===== src/rtl/fld_pkg.sv =====
// Package: shared types and constant helpers for the frequency lock detector.
// Assumes all arguments are elaboration-time constants; the functions only
// build threshold tables and are never evaluated on live data.
package fld_pkg;

    // Encoding of the loop-select output.
    typedef enum logic {
        LOOP_PHASE = 1'b0,
        LOOP_FREQ  = 1'b1
    } loop_sel_e;

    // Nominal recovered-event count for one window at a given reference select.
    function automatic longint unsigned nominal_count(input int unsigned ratio0,
                                                      input int unsigned win,
                                                      input int unsigned sel);
        return longint'(ratio0 >> sel) * longint'(win);
    endfunction

    // Integer threshold: floor(count * ppm / 1e6).
    function automatic longint unsigned ppm_limit(input longint unsigned cnt,
                                                  input int unsigned ppm);
        return (cnt * longint'(ppm)) / 64'd1000000;
    endfunction

endpackage


===== src/rtl/fld_gate.sv =====
// Module: fld_gate
// Counts reference strobes to form a gate window of WIN_REFS events and
// counts recovered strobes inside it. On the closing reference strobe it
// latches the count and raises done_o for one cycle. The recovered counter
// saturates instead of wrapping. Assumes WIN_REFS >= 2.
module fld_gate #(
    parameter int unsigned WIN_REFS = 1024,
    parameter int unsigned CNT_W    = 20
) (
    input  logic             clk,
    input  logic             rst_n,
    input  logic             restart_i,
    input  logic             ref_tick_i,
    input  logic             rec_tick_i,
    output logic             done_o,
    output logic [CNT_W-1:0] count_o
);
    localparam int unsigned RW = $clog2(WIN_REFS);
    localparam logic [RW-1:0] LAST_REF = RW'(WIN_REFS - 1);

    logic [RW-1:0]    ref_cnt;
    logic [CNT_W-1:0] rec_cnt;
    logic [CNT_W-1:0] rec_next;
    logic             closing;

    // Next recovered count, holding at all-ones.
    always_comb begin
        rec_next = rec_cnt;
        if (rec_tick_i && (rec_cnt != '1)) rec_next = rec_cnt + 1'b1;
    end

    // The reference strobe that completes the window.
    assign closing = ref_tick_i && (ref_cnt == LAST_REF);

    // Window and event counters, result latch and done strobe.
    always_ff @(posedge clk) begin
        if (!rst_n) begin
            ref_cnt <= '0;
            rec_cnt <= '0;
            done_o  <= 1'b0;
            count_o <= '0;
        end else if (restart_i) begin
            ref_cnt <= '0;
            rec_cnt <= '0;
            done_o  <= 1'b0;
        end else if (closing) begin
            ref_cnt <= '0;
            rec_cnt <= '0;
            done_o  <= 1'b1;
            count_o <= rec_next;
        end else begin
            if (ref_tick_i) ref_cnt <= ref_cnt + 1'b1;
            rec_cnt <= rec_next;
            done_o  <= 1'b0;
        end
    end

    // the reference counter never leaves the window range.
    a_r2_ref_in_range: assert property (@(posedge clk) disable iff (!rst_n)
        ref_cnt <= LAST_REF);

    // a window close yields a single-cycle done strobe.
    a_r2_done_single: assert property (@(posedge clk) disable iff (!rst_n)
        done_o |=> !done_o);

    initial begin
        a_r2_win_min: assert (WIN_REFS >= 2);
    end

endmodule


===== src/rtl/fld_judge.sv =====
// Module: fld_judge
// Turns a finished window count into a lock decision. Holds per-select tables
// of the nominal count and both ppm limits, forms |count - nominal| and applies
// hysteresis: acquire at or below the tight limit, lose above the wide one.
// Assumes LOCK_PPM <= LOSE_PPM and RATIO_00 >= 8 so every select has a count.
module fld_judge
    import fld_pkg::*;
#(
    parameter int unsigned WIN_REFS = 1024,
    parameter int unsigned RATIO_00 = 128,
    parameter int unsigned LOCK_PPM = 500,
    parameter int unsigned LOSE_PPM = 1000,
    parameter int unsigned CNT_W    = 20
) (
    input  logic             clk,
    input  logic             rst_n,
    input  logic             restart_i,
    input  logic [1:0]       sel_i,
    input  logic             done_i,
    input  logic [CNT_W-1:0] count_i,
    output logic             lol_o,
    output logic             valid_o
);
    localparam int unsigned NSEL = 4;

    logic [CNT_W-1:0] nom_tab  [NSEL];
    logic [CNT_W-1:0] lock_tab [NSEL];
    logic [CNT_W-1:0] lose_tab [NSEL];

    // One constant table row per reference select.
    for (genvar g = 0; g < NSEL; g++) begin : g_tab
        localparam longint unsigned NOM = nominal_count(RATIO_00, WIN_REFS, g);
        assign nom_tab[g]  = CNT_W'(NOM);
        assign lock_tab[g] = CNT_W'(ppm_limit(NOM, LOCK_PPM));
        assign lose_tab[g] = CNT_W'(ppm_limit(NOM, LOSE_PPM));
    end

    logic [CNT_W-1:0] nom;
    logic [CNT_W-1:0] err;
    logic             in_lock_band;
    logic             out_of_band;

    // Absolute error against the selected nominal count.
    always_comb begin
        nom = nom_tab[sel_i];
        err = (count_i >= nom) ? (count_i - nom) : (nom - count_i);
        in_lock_band = (err <= lock_tab[sel_i]);
        out_of_band  = (err >  lose_tab[sel_i]);
    end

    // Hysteretic lock flag and result strobe.
    always_ff @(posedge clk) begin
        if (!rst_n) begin
            lol_o   <= 1'b1;
            valid_o <= 1'b0;
        end else if (restart_i) begin
            lol_o   <= 1'b1;
            valid_o <= 1'b0;
        end else begin
            valid_o <= done_i;
            if (done_i) begin
                if (lol_o && in_lock_band)      lol_o <= 1'b0;
                else if (!lol_o && out_of_band) lol_o <= 1'b1;
            end
        end
    end

    // a close inside the tight band acquires lock.
    a_r4_acquire: assert property (@(posedge clk) disable iff (!rst_n)
        (done_i && !restart_i && lol_o && in_lock_band) |=> !lol_o);

    // a close outside the wide band drops lock.
    a_r5_lose: assert property (@(posedge clk) disable iff (!rst_n)
        (done_i && !restart_i && !lol_o && out_of_band) |=> lol_o);

    // with no close and no restart the flag holds.
    a_r6_hold: assert property (@(posedge clk) disable iff (!rst_n)
        (!done_i && !restart_i) |=> $stable(lol_o));

    // a close in the hysteresis band keeps the flag.
    a_r6_band_hold: assert property (@(posedge clk) disable iff (!rst_n)
        (done_i && !restart_i && !in_lock_band && !out_of_band) |=> $stable(lol_o));

    initial begin
        a_r3_ratio_min: assert (RATIO_00 >= 8);
        a_r6_ppm_order: assert (LOCK_PPM <= LOSE_PPM);
    end

endmodule


===== src/rtl/freq_lock_monitor.sv =====
// Module: freq_lock_monitor (top)
// Frequency lock detector with hysteresis. Registers the reference select,
// restarts measurement when it changes, and ties a gate counter to a
// threshold judge. Drives loss-of-lock and the frequency/phase loop select.
// Assumes both clock inputs are already single-cycle strobes in clk's domain.
module freq_lock_monitor
    import fld_pkg::*;
#(
    parameter int unsigned WIN_REFS = 1024,
    parameter int unsigned RATIO_00 = 128,
    parameter int unsigned LOCK_PPM = 500,
    parameter int unsigned LOSE_PPM = 1000
) (
    input  logic       clk,
    input  logic       rst_n,
    input  logic       ref_tick_i,
    input  logic       rec_tick_i,
    input  logic [1:0] ref_sel_i,
    output logic       lol_o,
    output logic       freq_loop_o,
    output logic       meas_valid_o
);
    localparam int unsigned CNT_W = $clog2(RATIO_00 * WIN_REFS) + 2;

    logic [1:0]       sel_q;
    logic             sel_chg;
    logic             gate_done;
    logic [CNT_W-1:0] gate_count;
    loop_sel_e        loop_sel;

    assign sel_chg = (ref_sel_i != sel_q);

    // Track the select in use so a change can be detected.
    always_ff @(posedge clk) begin
        if (!rst_n) sel_q <= 2'b00;
        else        sel_q <= ref_sel_i;
    end

    fld_gate #(
        .WIN_REFS (WIN_REFS),
        .CNT_W    (CNT_W)
    ) gate_i (
        .clk        (clk),
        .rst_n      (rst_n),
        .restart_i  (sel_chg),
        .ref_tick_i (ref_tick_i),
        .rec_tick_i (rec_tick_i),
        .done_o     (gate_done),
        .count_o    (gate_count)
    );

    fld_judge #(
        .WIN_REFS (WIN_REFS),
        .RATIO_00 (RATIO_00),
        .LOCK_PPM (LOCK_PPM),
        .LOSE_PPM (LOSE_PPM),
        .CNT_W    (CNT_W)
    ) judge_i (
        .clk       (clk),
        .rst_n     (rst_n),
        .restart_i (sel_chg),
        .sel_i     (sel_q),
        .done_i    (gate_done),
        .count_i   (gate_count),
        .lol_o     (lol_o),
        .valid_o   (meas_valid_o)
    );

    // Loop select follows the lock flag.
    assign loop_sel    = lol_o ? LOOP_FREQ : LOOP_PHASE;
    assign freq_loop_o = (loop_sel == LOOP_FREQ);

    // a select change forces loss-of-lock and suppresses the result strobe.
    a_r8_sel_restart: assert property (@(posedge clk) disable iff (!rst_n)
        sel_chg |=> (lol_o && !meas_valid_o));

    // a result strobe is always preceded by a gate close.
    a_r2_valid_after_close: assert property (@(posedge clk) disable iff (!rst_n)
        meas_valid_o |-> $past(gate_done));

endmodule


===== config.mk =====
export PLATFORM = sky130hd
export DESIGN_NAME = freq_lock_monitor
export DESIGN_NICKNAME = d
export VERILOG_FILES = /design/src/rtl/fld_pkg.sv /design/src/rtl/fld_gate.sv /design/src/rtl/fld_judge.sv /design/src/rtl/freq_lock_monitor.sv
export SDC_FILE = /design/constraint.sdc
export NUM_CORES = 1
export LEC_CHECK = 0
export BUFFER_PORTS_ARGS = -buffer_cell sky130_fd_sc_hd__buf_2
export CELL_PAD_IN_SITES_DETAIL_PLACEMENT = 0
export CELL_PAD_IN_SITES_GLOBAL_PLACEMENT = 1
export CORE_MARGIN = 10
export CORE_UTILIZATION = 52
export DETAILED_ROUTE_END_ITERATION = 10
export PLACE_DENSITY_LB_ADDON = 0.1
export SLEW_MARGIN = 20
export SYNTH_ARGS = -nofsm -noshare
export SYNTH_HDL_FRONTEND = slang
export SYNTH_HIERARCHICAL = 1
export SYNTH_SLANG_ARGS = --single-unit

===== constraint.sdc =====
create_clock -name clk -period 7.3 [get_ports clk]
set_input_delay 0.365 -clock clk [delete_from_list [all_inputs] [get_ports clk]]
set_output_delay 0.365 -clock clk [all_outputs]
set_load 0.02 [all_outputs]

# Yosys cells after proc, flatten, opt, wreduce, memory -nomap -nowiden

Cells that the tools add are included.

$add $sub $neg: 4
Multipliers: 0
Divide/modulo/power cells: 0
Order comparisons: 4
Equality and inequality tests: 3
Shifts and indexed selects: 0
Mux-type cells: 15
Bitwise operators: 3
Reductions and logical operators: 10

Operator list:

| kind                                          | count |
|---|---|
| 2-to-1 mux 19 bit                             | 8 |
| binary-select mux 19 bit (select 2 bit)       | 3 |
| subtractor 19 bit                             | 2 |
| adder 19 x 1 -> 19 bit, second input constant | 1 |
| >= comparator 19 bit                          | 1 |
| > comparator 19 bit                           | 1 |
| less-or-equal comparator 19 bit               | 1 |
| != test 19 bit, second input constant         | 1 |
| adder 10 x 1 -> 10 bit, second input constant | 1 |
| == test 10 bit, second input constant         | 1 |
| logical AND 1 bit                             | 4 |
| 2-to-1 mux 1 bit                              | 4 |
| AND reduction 2 bit                           | 2 |
| >= comparator 3 bit, second input constant    | 1 |
| inverter 2 -> 3 bit                           | 1 |
| OR reduction 3 bit                            | 1 |
| != test 2 bit                                 | 1 |
| inverter 1 bit                                | 2 |
| nonzero test 2 bit                            | 1 |
| OR reduction 2 bit                            | 1 |
| logical NOT 1 bit                             | 1 |

Register bits after elaboration: 53
Bits in latches: 0
Memory bits (writable): 0
ROM bits: 0
Input bits: 6
Word-level logic and storage cells: 46
Memories kept: 0

# Logic depth before layout (Yosys ltp)

Gate-level depths: netlist of run 1.

Depth after elaboration: 10
Gate-level depth with buffers: 18
Depth with buffers taken out: 17

# Cells and area by module

The synthesis of run 1 kept the hierarchy.

Modules (own cells, without submodules):

| module            | times used | cells each | area an instance (um2) | seq. area each (um2) |
|---|---|---|---|---|
| fld_gate          | 1          | 224        | 2088.3                 | 980.9 |
| fld_judge         | 1          | 164        | 1194.9                 | 40.0 |
| freq_lock_monitor | 1          | 8          | 82.6                   | 40.0 |

# Worst setup path before layout of run 1

OpenSTA, ideal clock, no wires.

Path kind: register to register
Start point: reg sel_q[1]
End point: reg judge_i.lol_o
Setup time: 131 ps
Arrival: 3464 ps
Slack: 3706 ps
Cell stages (with the launch flop): 18
Buffers on the path: 1
Cell sequence: dfxtp_1 inv_1 nand2_1 inv_1 ha_1 clkbuf_1 and3_2 and4_1 a211oi_1 nand2_1 xnor2_1 ha_1 a21o_1 a211oi_1 a21oi_1 o31a_1 o32ai_1 a31oi_1

Word-level cells in the longest chain between the ends: 10
Elaborated cells on any way between the ends: 23

Ends and longest elaborated chain:

| element                                                                | line                                              | source |
|---|---|---|
| from (decl)                                                            | freq_lock_monitor.sv:25                           | `logic [1:0] sel_q;` |
| from (signal assigned)                                                 | freq_lock_monitor.sv:36                           | `else sel_q <= ref_sel_i;` |
| inverter 2 -> 3 bit (not written as such)                              | fld_judge.sv:45, fld_judge.sv:47, fld_judge.sv:48 |  |
| binary-select mux 19 bit (select 2 bit)                                | fld_judge.sv:45                                   | `nom = nom_tab[sel_i];` |
| 2-to-1 mux 19 bit (not written as such) (2 in a row)                   | fld_judge.sv:45                                   |  |
| subtractor 19 bit or >= comparator 19 bit (tied branches)              | fld_judge.sv:46                                   | `err = (count_i >= nom) ? (count_i - nom) : (nom - count_i);` |
| 2-to-1 mux 19 bit                                                      | fld_judge.sv:46                                   |  |
| > comparator 19 bit or less-or-equal comparator 19 bit (tied branches) | fld_judge.sv:48, fld_judge.sv:47                  |  |
| logical AND 1 bit (on tied branches)                                   | fld_judge.sv:63, fld_judge.sv:62                  |  |
| nonzero test 2 bit (no line)                                           | n/a                                               |  |
| AND reduction 2 bit (no line)                                          | n/a                                               |  |
| to (signal assigned)                                                   | fld_judge.sv:54                                   | `lol_o <= 1'b1;` |
| to (signal assigned)                                                   | fld_judge.sv:62                                   | `if (lol_o && in_lock_band) lol_o <= 1'b0;` |
| to (signal assigned)                                                   | fld_judge.sv:63                                   | `else if (!lol_o && out_of_band) lol_o <= 1'b1;` |
| to (decl)                                                              | fld_judge.sv:21                                   | `output logic lol_o,` |

Several ways; a longest one is shown, not always the timed one. The select of a mux whose other input is x is not followed.
A chain may end at the register's enable or synchronous reset.

# Final worst setup path of run 1

Start point: reg sel_q[0]
End point: reg judge_i.lol_o

The elaborated chain is that of the path after synthesis.

==> results.cfg, run 1 <==
[clock_tree]
h-tree-depth = 2
postCtsResizedCells = 0
cts.sinks = 53
cts_max_path_buffers = 2
root_buffer = clkbuf_8
postCtsSetupRepairBufs = 0
clk_pin_slew_ns = 0.10
insertion_delay_ns = 0.32
cts_tree = done
cts_buffers = 5
hold_buffers = 0

[layout]
layout.cells.non_filler = 477
n_fill_cell = 624
antenna_cells = 0
layout-drive-gt1-share_pct = 11.3
nets = 428
area_growth_pct = 5.20

[sta]
period_minus_slack_ns = 4.16
tightest_slew_ns = 0.968
slew_headroom_pct = 35.4
setup_violations = 0
finalHoldViolCount = 0
clock.fmax_ghz = 0.240
rsz0062_at_grt = no
finClkSkew_ns = 0.00472
finalCritPeriodShare_pct = 57.0
setup_tns_ns = 0
slew_violations = 0

[pwr]
p_leak_nw = 1.35
peakVddDrop_mv = 0.0930
powerDensity_nw_per_um2 = 150

[worst_setup_path]
slowest_delay_ns = 0.74
end_kind = flip-flop
critPathKind = flip-flop to flip-flop
start_kind = flip-flop
critical_path_arrival_ns = 4.36
worst_path_dominant_cell_family = compound AO/OA/AOI/OAI gates
required_ns = 7.50
critPathMaxFanout = 8
cp_cell_sequence = nand2b_1, inv_1, ha_1, and2b_1, o21a_1, a211oi_1, o21ai_0, xnor2_1, ha_1, a211oi_1, a21oi_1, o31a_1, o32ai_1, a31oi_1
crit_slowest_cell = a211oi_1
crit_buf_inv = 1

[grt]
grt_first_pass_wirelength_um = 13300
grt_pass1_vias = 2647
grtUsageTotal_pct = 16.1
antenna_found_initial = 0
grt_start_max_net_pins = 31
overflow = 0

[synthesis]
synth_top_area_share_pct = 31.5
synth.most_common_cell = dfxtp_1
synth_xor_area_share_pct = 7.81
synth_compound_area_share_pct = 20.0
avgSynthCellArea_um2 = 8.50
yosys.area_share.adder_pct = 8.77
synth-edff-count = 0
synth_mux_area_share_pct = 1.67
async_flop_share_pct = 0
synth_simple_gate_area_share_pct = 26.2
ys_ff_latch = 53
syn_area_um2 = 3370
synth_cells = 396
yosysSeqAreaShare_pct = 31.5
ys_warn_count = 6
synth_common_cells = dfxtp_1, nor2_1, a21oi_1, ha_1
synth_top_family_by_area = simple AND/OR/NAND/NOR gates
synth_nets = 425
synth_top_cell_by_area = dfxtp_1
synthFlopType = dfxtp_1
ys_types = 69
synthTopCellsByArea = dfxtp_1, ha_1, nor2_1

[place]
placed_cells = 469
gp_congestion = 0.895
port_buffers = 8
dp_hpwl_um = 5960

[drt]
wl_um = 7830
routedWlPerCell_um = 16.4
vias = 2798
first_iter_violations = 180
ant_nets = 0
post-route-drc-count = 0
viasPerCell = 5.87
dr.pass1.iters = 4

[floorplan]
placementRows = 29
die_x_um = 100
die_area_um2 = 10100
pin_count = 9
die_height_um = 100
initial_core_util_pct = 53.3
core_area_um2 = 6310

[flow_run]
cap_violations = 0

[min_path]
hold_class = input port to flip-flop

[outcome]
status = finished, final reports clean
-- routing by layer --
metal	part of all wire, %	track usage [%]	wire length [µm]
met3	3.7	2.61	289
met5	0	0	0
met2	45	25.7	3530
met4	2.4	6.41	185
met1	49	21.2	3820
-- report_power, final --
part	switching, mW	leakage, nW	internal (mW)
clock network	0.104	0.0518	0.0790
logic	0.0351	0.866	0.0216
registers	0.00137	0.427	0.290
total	0.141	1.35	0.391
-- placed cells by master (no fill, tap or decap), types with 8 or more instances in the layout --
cell type | Yosys | routed
a211oi_1 | 8 | 8
a21oi_1 | 25 | 25
buf_2 | 6 | 8
dfxtp_1 | 53 | 53
ha_1 | 22 | 22
inv_1 | 19 | 19
nand2_1 | 20 | 20
nand3_1 | 14 | 14
nor2_1 | 51 | 51
nor3_1 | 12 | 12
o21ai_0 | 20 | 20
xnor2_1 | 16 | 16
xor2_1 | 14 | 14
-- registers in the layout, summed over array words and instances, names as in the netlist --
| signal | flops |
|---|---|
| gate_i/count_o | 19 |
| judge_i/valid_o | 1 |
| judge_i/lol_o | 1 |
| gate_i/rec_cnt | 19 |
| gate_i/ref_cnt | 10 |
| gate_i/done_o | 1 |
| sel_q | 2 |
-- kinds of logic after synthesis --
kind of cell               count (synthesis)
and+or+nand+nor                          156
AOI/OAI and AO/OA                         98
DFF                                       53
buffers and inverters                     31
xor gates and xnor gates                  30
adders and majority gates                 23
muxes                                      5
-- final timing paths --
check / from / to / slack (ns) / depth (start not counted)
setup reg to reg: sel_q[0]$_SDFF_PN0_ / judge_i/lol_o$_SDFFE_PP1P_ / 3.14 / 14
setup / recovery: sel_q[0]$_SDFF_PN0_ / judge_i/lol_o$_SDFFE_PP1P_ / 3.14 / 14
hold / removal: ref_sel_i[1] / sel_q[1]$_SDFF_PN0_ / 0.27 / 2
hold reg to reg: gate_i/count_o[16]$_SDFFE_PN0P_ / gate_i/count_o[16]$_SDFFE_PN0P_ / 0.51 / 2
-- metrics by stage --
step	hold WS (ns)	power (mW)	util [%]	area (µm²)	setup slack, ns
floorplan	0.449	0.340	-	3370	3.71
global placement	0.472	0.354	54.5	3440	3.29
detailed placement	0.482	0.354	54.5	3440	3.21
CTS	0.266	0.539	56.0	3540	3.16
global route	0.266	0.555	56.1	3540	2.75
finish	0.272	0.531	56.1	3540	3.14
-- layout make-up --
cell class / count / area (µm²) / share of cell area (%)
Sequential cell: 53 / 1060 / 30.0
Inverter: 19 / 71.3 / 2.01
Clock buffer: 6 / 82.6 / 2.33
Clock inverter: 2 / 17.5 / 0.495
Timing Repair Buffer: 8 / 40.0 / 1.13
Multi-Input combinational cell: 312 / 2170 / 61.3
Tap cell: 77 / 96.3 / 2.72
Power figures use the tool's default switching activity.
==> run 2, diff against run 1 <==
--- a/config.mk
+++ b/config.mk
@@ -5,11 +5,12 @@
 export SDC_FILE = /design/constraint.sdc
 export NUM_CORES = 1
 export LEC_CHECK = 0
+export ABC_AREA = 1
 export BUFFER_PORTS_ARGS = -buffer_cell sky130_fd_sc_hd__buf_2
 export CELL_PAD_IN_SITES_DETAIL_PLACEMENT = 0
 export CELL_PAD_IN_SITES_GLOBAL_PLACEMENT = 1
 export CORE_MARGIN = 10
-export CORE_UTILIZATION = 52
+export CORE_UTILIZATION = 45
 export DETAILED_ROUTE_END_ITERATION = 10
 export PLACE_DENSITY_LB_ADDON = 0.1
 export SLEW_MARGIN = 20
==> constraint.sdc (replaced) <==
create_clock -name clk -period 4 [get_ports clk]
set_input_delay 0.2 -clock clk [delete_from_list [all_inputs] [get_ports clk]]
set_output_delay 0.2 -clock clk [all_outputs]
set_load 0.02 [all_outputs]
==> results.cfg, run 2 <==
[outcome]
status = finished, final reports clean

[drt]
vias = 3753
viasPerCell = 4.94
dr.pass1.iters = 5
ant_nets = 0
routedWlPerCell_um = 12.9
wl_um = 9800
first_iter_violations = 191
post-route-drc-count = 0

[layout]
layout-drive-gt1-share_pct = 6.75
nets = 680
mostFrequentLayoutCell = nand2_1
mostFrequentLayoutCells = nand2_1, nor2_1, inv_1
area_growth_pct = 5.03
antenna_cells = 0
largest_registers = gate_i/count_o (19), gate_i/rec_cnt (19), gate_i/ref_cnt (10)

[synthesis]
synthFlopType = dfxtp_1
synth-edff-count = 0
synth_top_cell_by_area = dfxtp_1
synth_top_area_share_pct = 26.7
synthTopCellsByArea = dfxtp_1, nand2_1, nor2_1
ys_ff_latch = 53
synth_nets = 677
synth_common_cells = nand2_1, nor2_1, inv_1, nand3_1, dfxtp_1
yosysSeqAreaShare_pct = 26.7
ys_types = 36
syn_area_um2 = 3980
avgSynthCellArea_um2 = 6.14
synth_cells = 648
ys_warn_count = 6
async_flop_share_pct = 0
synth.most_common_cell = nand2_1

[clock_tree]
root_buffer = clkbuf_8
insertion_delay_ns = 0.30
postCtsSetupRepairBufs = 0
cts.sinks = 53
postCtsResizedCells = 0
cts_tree = done
hold_buffers = 0
cts_max_path_buffers = 2
cts_buffers = 5
clk_pin_slew_ns = 0.10
h-tree-depth = 2

[worst_setup_path]
slowest_delay_ns = 0.42
critPathMaxFanout = 21
required_ns = 4.20
end_kind = flip-flop
cp_common_cell = nand2_1
rrSetupSlack_ns = 0.62
crit_slowest_cell = dfxtp_1
critical_path_arrival_ns = 3.58
critPathKind = flip-flop to flip-flop
start_kind = flip-flop

[grt]
grt_start_max_net_pins = 28
overflow = 0
grtUsageTotal_pct = 15.4
grt_pass1_vias = 3508
antenna_found_initial = 0
grt_first_pass_wirelength_um = 16600

[floorplan]
die_area_um2 = 13000
die_x_um = 114
core_area_um2 = 8680
die_height_um = 114
pin_count = 9
initial_core_util_pct = 45.8
placementRows = 34

[place]
dp_hpwl_um = 7900
gp_congestion = 0.894
port_buffers = 8

[sta]
slew_violations = 0
hold_slack_ns = 0.109
rsz0062_at_grt = no
slew_headroom_pct = 32.5
setup_tns_ns = 0
period_minus_slack_ns = 3.38
finClkSkew_ns = 0.00978
tightest_slew_ns = 1.01
finalCritPeriodShare_pct = 84.6
clock.fmax_ghz = 0.296
setup_violations = 0
finalHoldViolCount = 0

[flow_run]
cap_violations = 0

[min_path]
hold_class = input port to flip-flop

[pwr]
powerDensity_nw_per_um2 = 248
total_power_mw = 1.04
p_leak_nw = 1.93
peakVddDrop_mv = 0.171
[run 2: changes by cell type after synthesis, moves of 11 or more]
cell | before | now
nand2_1 | 20 | 181
inv_1 | 19 | 84
nor2_1 | 51 | 115
nand3_1 | 14 | 57
o21ai_0 | 20 | 9
[run 2: worst paths after layout]
path	from	end	depth (start not counted)
worst max-delay path	sel_q[1]$_SDFF_PN0_	judge_i/lol_o$_SDFFE_PP1P_	26
worst min-delay path	ref_sel_i[0]	sel_q[0]$_SDFF_PN0_	3
worst max register to register	sel_q[1]$_SDFF_PN0_	judge_i/lol_o$_SDFFE_PP1P_	26
worst min register to register	gate_i/done_o$_SDFF_PP0_	judge_i/valid_o$_SDFF_PP0_	2
[run 2: kinds of logic (layout without fill, tap and decap cells)]
kind of cell	count (synthesis)	after routing	share of synthesized area (%)
simple gates	396	396	43.4
buf+inv	104	108	11.0
flops	53	53	26.7
compound gates	50	50	6.57
fa+ha+maj	23	23	7.42
xor+xnor	22	22	4.84
[run 2: cell type report]
cell class              instances  area [µm²]
fillers                       941        4500
multi-input cells             491        2480
flip-flops and latches         53        1060
inverters                      91         344
well taps                     108         135
clock buffers                   5        68.8
repair buffers                  9        47.5
clock inverters                 3        43.8
[run 2: worst max-delay path, delay by kind of cell, from the launching register on]
kind / cells / cell delay, ns
compound gates: 2 / 0.38
buf+inv: 4 / 0.36
xor+xnor: 1 / 0.20
simple gates: 17 / 1.51
fa+ha+maj: 2 / 0.40
flops: 1 / 0.42
[run 2: metal layers]
layer / GRT usage (%) / part of all wire, % / vias to the layer above
met3: 1.89 / 2.0 / 15
li1: - / - / 2031
met1: 19.5 / 48 / 1663
met4: 5.68 / 2.6 / 0
met2: 25.9 / 47 / 44
met5: 0 / 0 / -
[run 2: stage by stage]
stage	std cells	worst slack (ns)	utilization [%]	instance area [µm²]
6_report	760	0.616	48.1	4180
3_5_place_dp	752	0.601	46.8	4070
2_1_floorplan	648	0.966	-	3980
4_1_cts	760	0.581	48.1	4180
5_1_grt	760	0.141	48.1	4180
3_3_place_gp	752	0.708	46.8	4070
[run 2: power breakdown]
group	total (mW)	internal, mW	switching, mW	leakage, nW
logic	0.136	0.0439	0.0918	1.45
registers	0.531	0.529	0.00233	0.427
clock network	0.369	0.188	0.181	0.0585
==> run 3, diff against run 2 <==
--- a/config.mk
+++ b/config.mk
@@ -10,7 +10,7 @@
 export CELL_PAD_IN_SITES_DETAIL_PLACEMENT = 0
 export CELL_PAD_IN_SITES_GLOBAL_PLACEMENT = 1
 export CORE_MARGIN = 10
-export CORE_UTILIZATION = 45
+export CORE_UTILIZATION = 40
 export DETAILED_ROUTE_END_ITERATION = 10
 export PLACE_DENSITY_LB_ADDON = 0.1
 export SLEW_MARGIN = 20
==> constraint.sdc (replaced) <==
create_clock -name clk -period 3 [get_ports clk]
set_input_delay 0.15 -clock clk [delete_from_list [all_inputs] [get_ports clk]]
set_output_delay 0.15 -clock clk [all_outputs]
set_load 0.02 [all_outputs]
==> results.cfg, run 3 (synthesis gave the netlist of run 2 again) <==
[pwr]
p_leak_nw = 2.07
powerDensity_nw_per_um2 = 314
peakVddDrop_mv = 0.208
total_power_mw = 1.45

[worst_setup_path]
slowest_delay_ns = 0.41
critPathKind = flip-flop to flip-flop
crit_slowest_cell = dfxtp_4
crit_buf_inv = 4
start_kind = flip-flop
worst_path_dominant_cell_family = simple AND/OR/NAND/NOR gates
cp_cell_sequence = inv_2, nor2_4, inv_2, ha_2, inv_1, nand2_2, nand2_2, nand2_2, nor2_4, nand2_4, nor2_4, xor2_1, inv_1, ha_4, nand4_1, o21ai_1, nand2_1, a21oi_2, nand3_1, nor2_1, nand2_1, nand2_1, nand3_1
end_kind = flip-flop
critPathMaxFanout = 5
critical_path_arrival_ns = 3.08
required_ns = 3.21

[place]
dp_hpwl_um = 8240
gp_congestion = 0.897
port_buffers = 8
pre_cts_ws_ns = -0.0674

[drt]
dr.pass1.iters = 4
first_iter_violations = 242
routedWlPerCell_um = 12.8
dr_wl_met2_um = 4990
post-route-drc-count = 0
wl_um = 10400
viasPerCell = 4.78
wl_met1_um = 4890
ant_nets = 0
route.met3.wl_um = 246
maxUsedRoutingLayer = met4
vias = 3888

[sta]
finClkSkew_ns = 0.00653
period_minus_slack_ns = 2.87
rsz0062_at_grt = yes
finalHoldViolCount = 0
setup_slack_ns = 0.126
clock.fmax_ghz = 0.348
slew_violations = 0
setup_violations = 0
tightest_slew_ns = 0.617
slew_headroom_pct = 58.8
setup_tns_ns = 0
finalCritPeriodShare_pct = 95.8

[min_path]
hold_class = input port to flip-flop

[layout]
final_util_pct = 47.3
layout-drive-gt1-share_pct = 15.3
nets = 709
antenna_cells = 0
mostFrequentLayoutCell = nand2_1
multi_input_area_um2 = 2640
largest_registers = gate_i/count_o (19), gate_i/rec_cnt (19), gate_i/ref_cnt (10)
area_growth_pct = 15.7
mostFrequentLayoutCells = nand2_1, nor2_1, inv_1
n_fill_cell = 1089
ff_latch_area_um2 = 1070

[floorplan]
die_x_um = 120
pin_count = 9
die_height_um = 120
core_area_um2 = 9730
placementRows = 36
initial_core_util_pct = 40.9
die_area_um2 = 14300

[clock_tree]
clk_pin_slew_ns = 0.10
cts_tree = done
insertion_delay_ns = 0.31
cts_max_path_buffers = 2
root_buffer = clkbuf_8
h-tree-depth = 2
cts_buffers = 5
cts.sinks = 53

[grt]
grt_pass1_vias = 3694
grt_start_max_net_pins = 28
grt_first_pass_wirelength_um = 17500
grtUsageTotal_pct = 14.6
antenna_found_initial = 0
overflow = 0

[outcome]
status = finished, final reports clean

[flow_run]
cap_violations = 0
==> run 3: cell types whose count changed in the layout (fill, tap and decap cells not counted), moves of 3 or more <==
cell	delta
o21ai_0	-3
ha_1	-9
nand2_1	-3
inv_2	+6
nand2_2	+3
inv_1	-7
nor2_1	-6
buf_4	+28
ha_4	+7
nor2_4	+5
==> run 3: repair_timing <==
| item | in CTS | in global routing |
|---|---|---|
| pin swaps | 0 | 13 |
| buffers inserted | 0 | 6 |
| resized for setup | 3 | 40 |
| endpoints found under the hold margin | 0 | 0 |
| cloned | 0 | 0 |
| setup endpoints to repair | 1 | 1 |
| hold buffers | 0 | 0 |
==> run 3: where the power goes <==
part | internal [mW] | switching [mW] | total, mW
clock | 0.251 | 0.251 | 0.503
sequential | 0.705 | 0.00510 | 0.710
combinational | 0.0946 | 0.139 | 0.233
==> run 3: per-stage QoR <==
step | instances | hold WS [ns] | area, µm²
floorplan | 648 | 0.243 | 3980
global placement | 800 | 0.365 | 4270
detailed placement | 800 | 0.377 | 4270
CTS | 808 | 0.0478 | 4390
global route | 814 | 0.0565 | 4600
finish | 814 | 0.0522 | 4600
==> run 3: layout make-up <==
| cell class | count | share of cell area, % |
|---|---|---|
| clock buffer | 6 | 1.58 |
| clock inverter | 2 | 0.843 |
| inverter | 91 | 7.53 |
| multi-input combinational | 491 | 57.4 |
| sequential | 53 | 23.2 |
| tap | 133 | 3.62 |
| timing repair buffer | 38 | 5.84 |
==> run 3: tightest hold or removal path, stage by stage <==
cell,delay [ns]
buf_2,0.10
nand2_1,0.04
inv_1,0.05
==> run 3: path summary, 6_finish.rpt <==
check / endpoint / startpoint / slack [ns] / cells after the start
worst max-delay path: judge_i/lol_o$_SDFFE_PP1P_ / sel_q[0]$_SDFF_PN0_ / 0.13 / 23
worst min-delay path: sel_q[0]$_SDFF_PN0_ / ref_sel_i[0] / 0.05 / 3
worst max register to register: judge_i/lol_o$_SDFFE_PP1P_ / sel_q[0]$_SDFF_PN0_ / 0.13 / 23
worst min register to register: judge_i/valid_o$_SDFF_PP0_ / gate_i/done_o$_SDFF_PP0_ / 0.47 / 2
==> run 3: per-layer routing <==
layer,vias up,global-route usage (%)
met2,49,25.0
li1,2083,-
met4,0,5.35
met3,18,2.06
met5,-,0
met1,1738,18.2
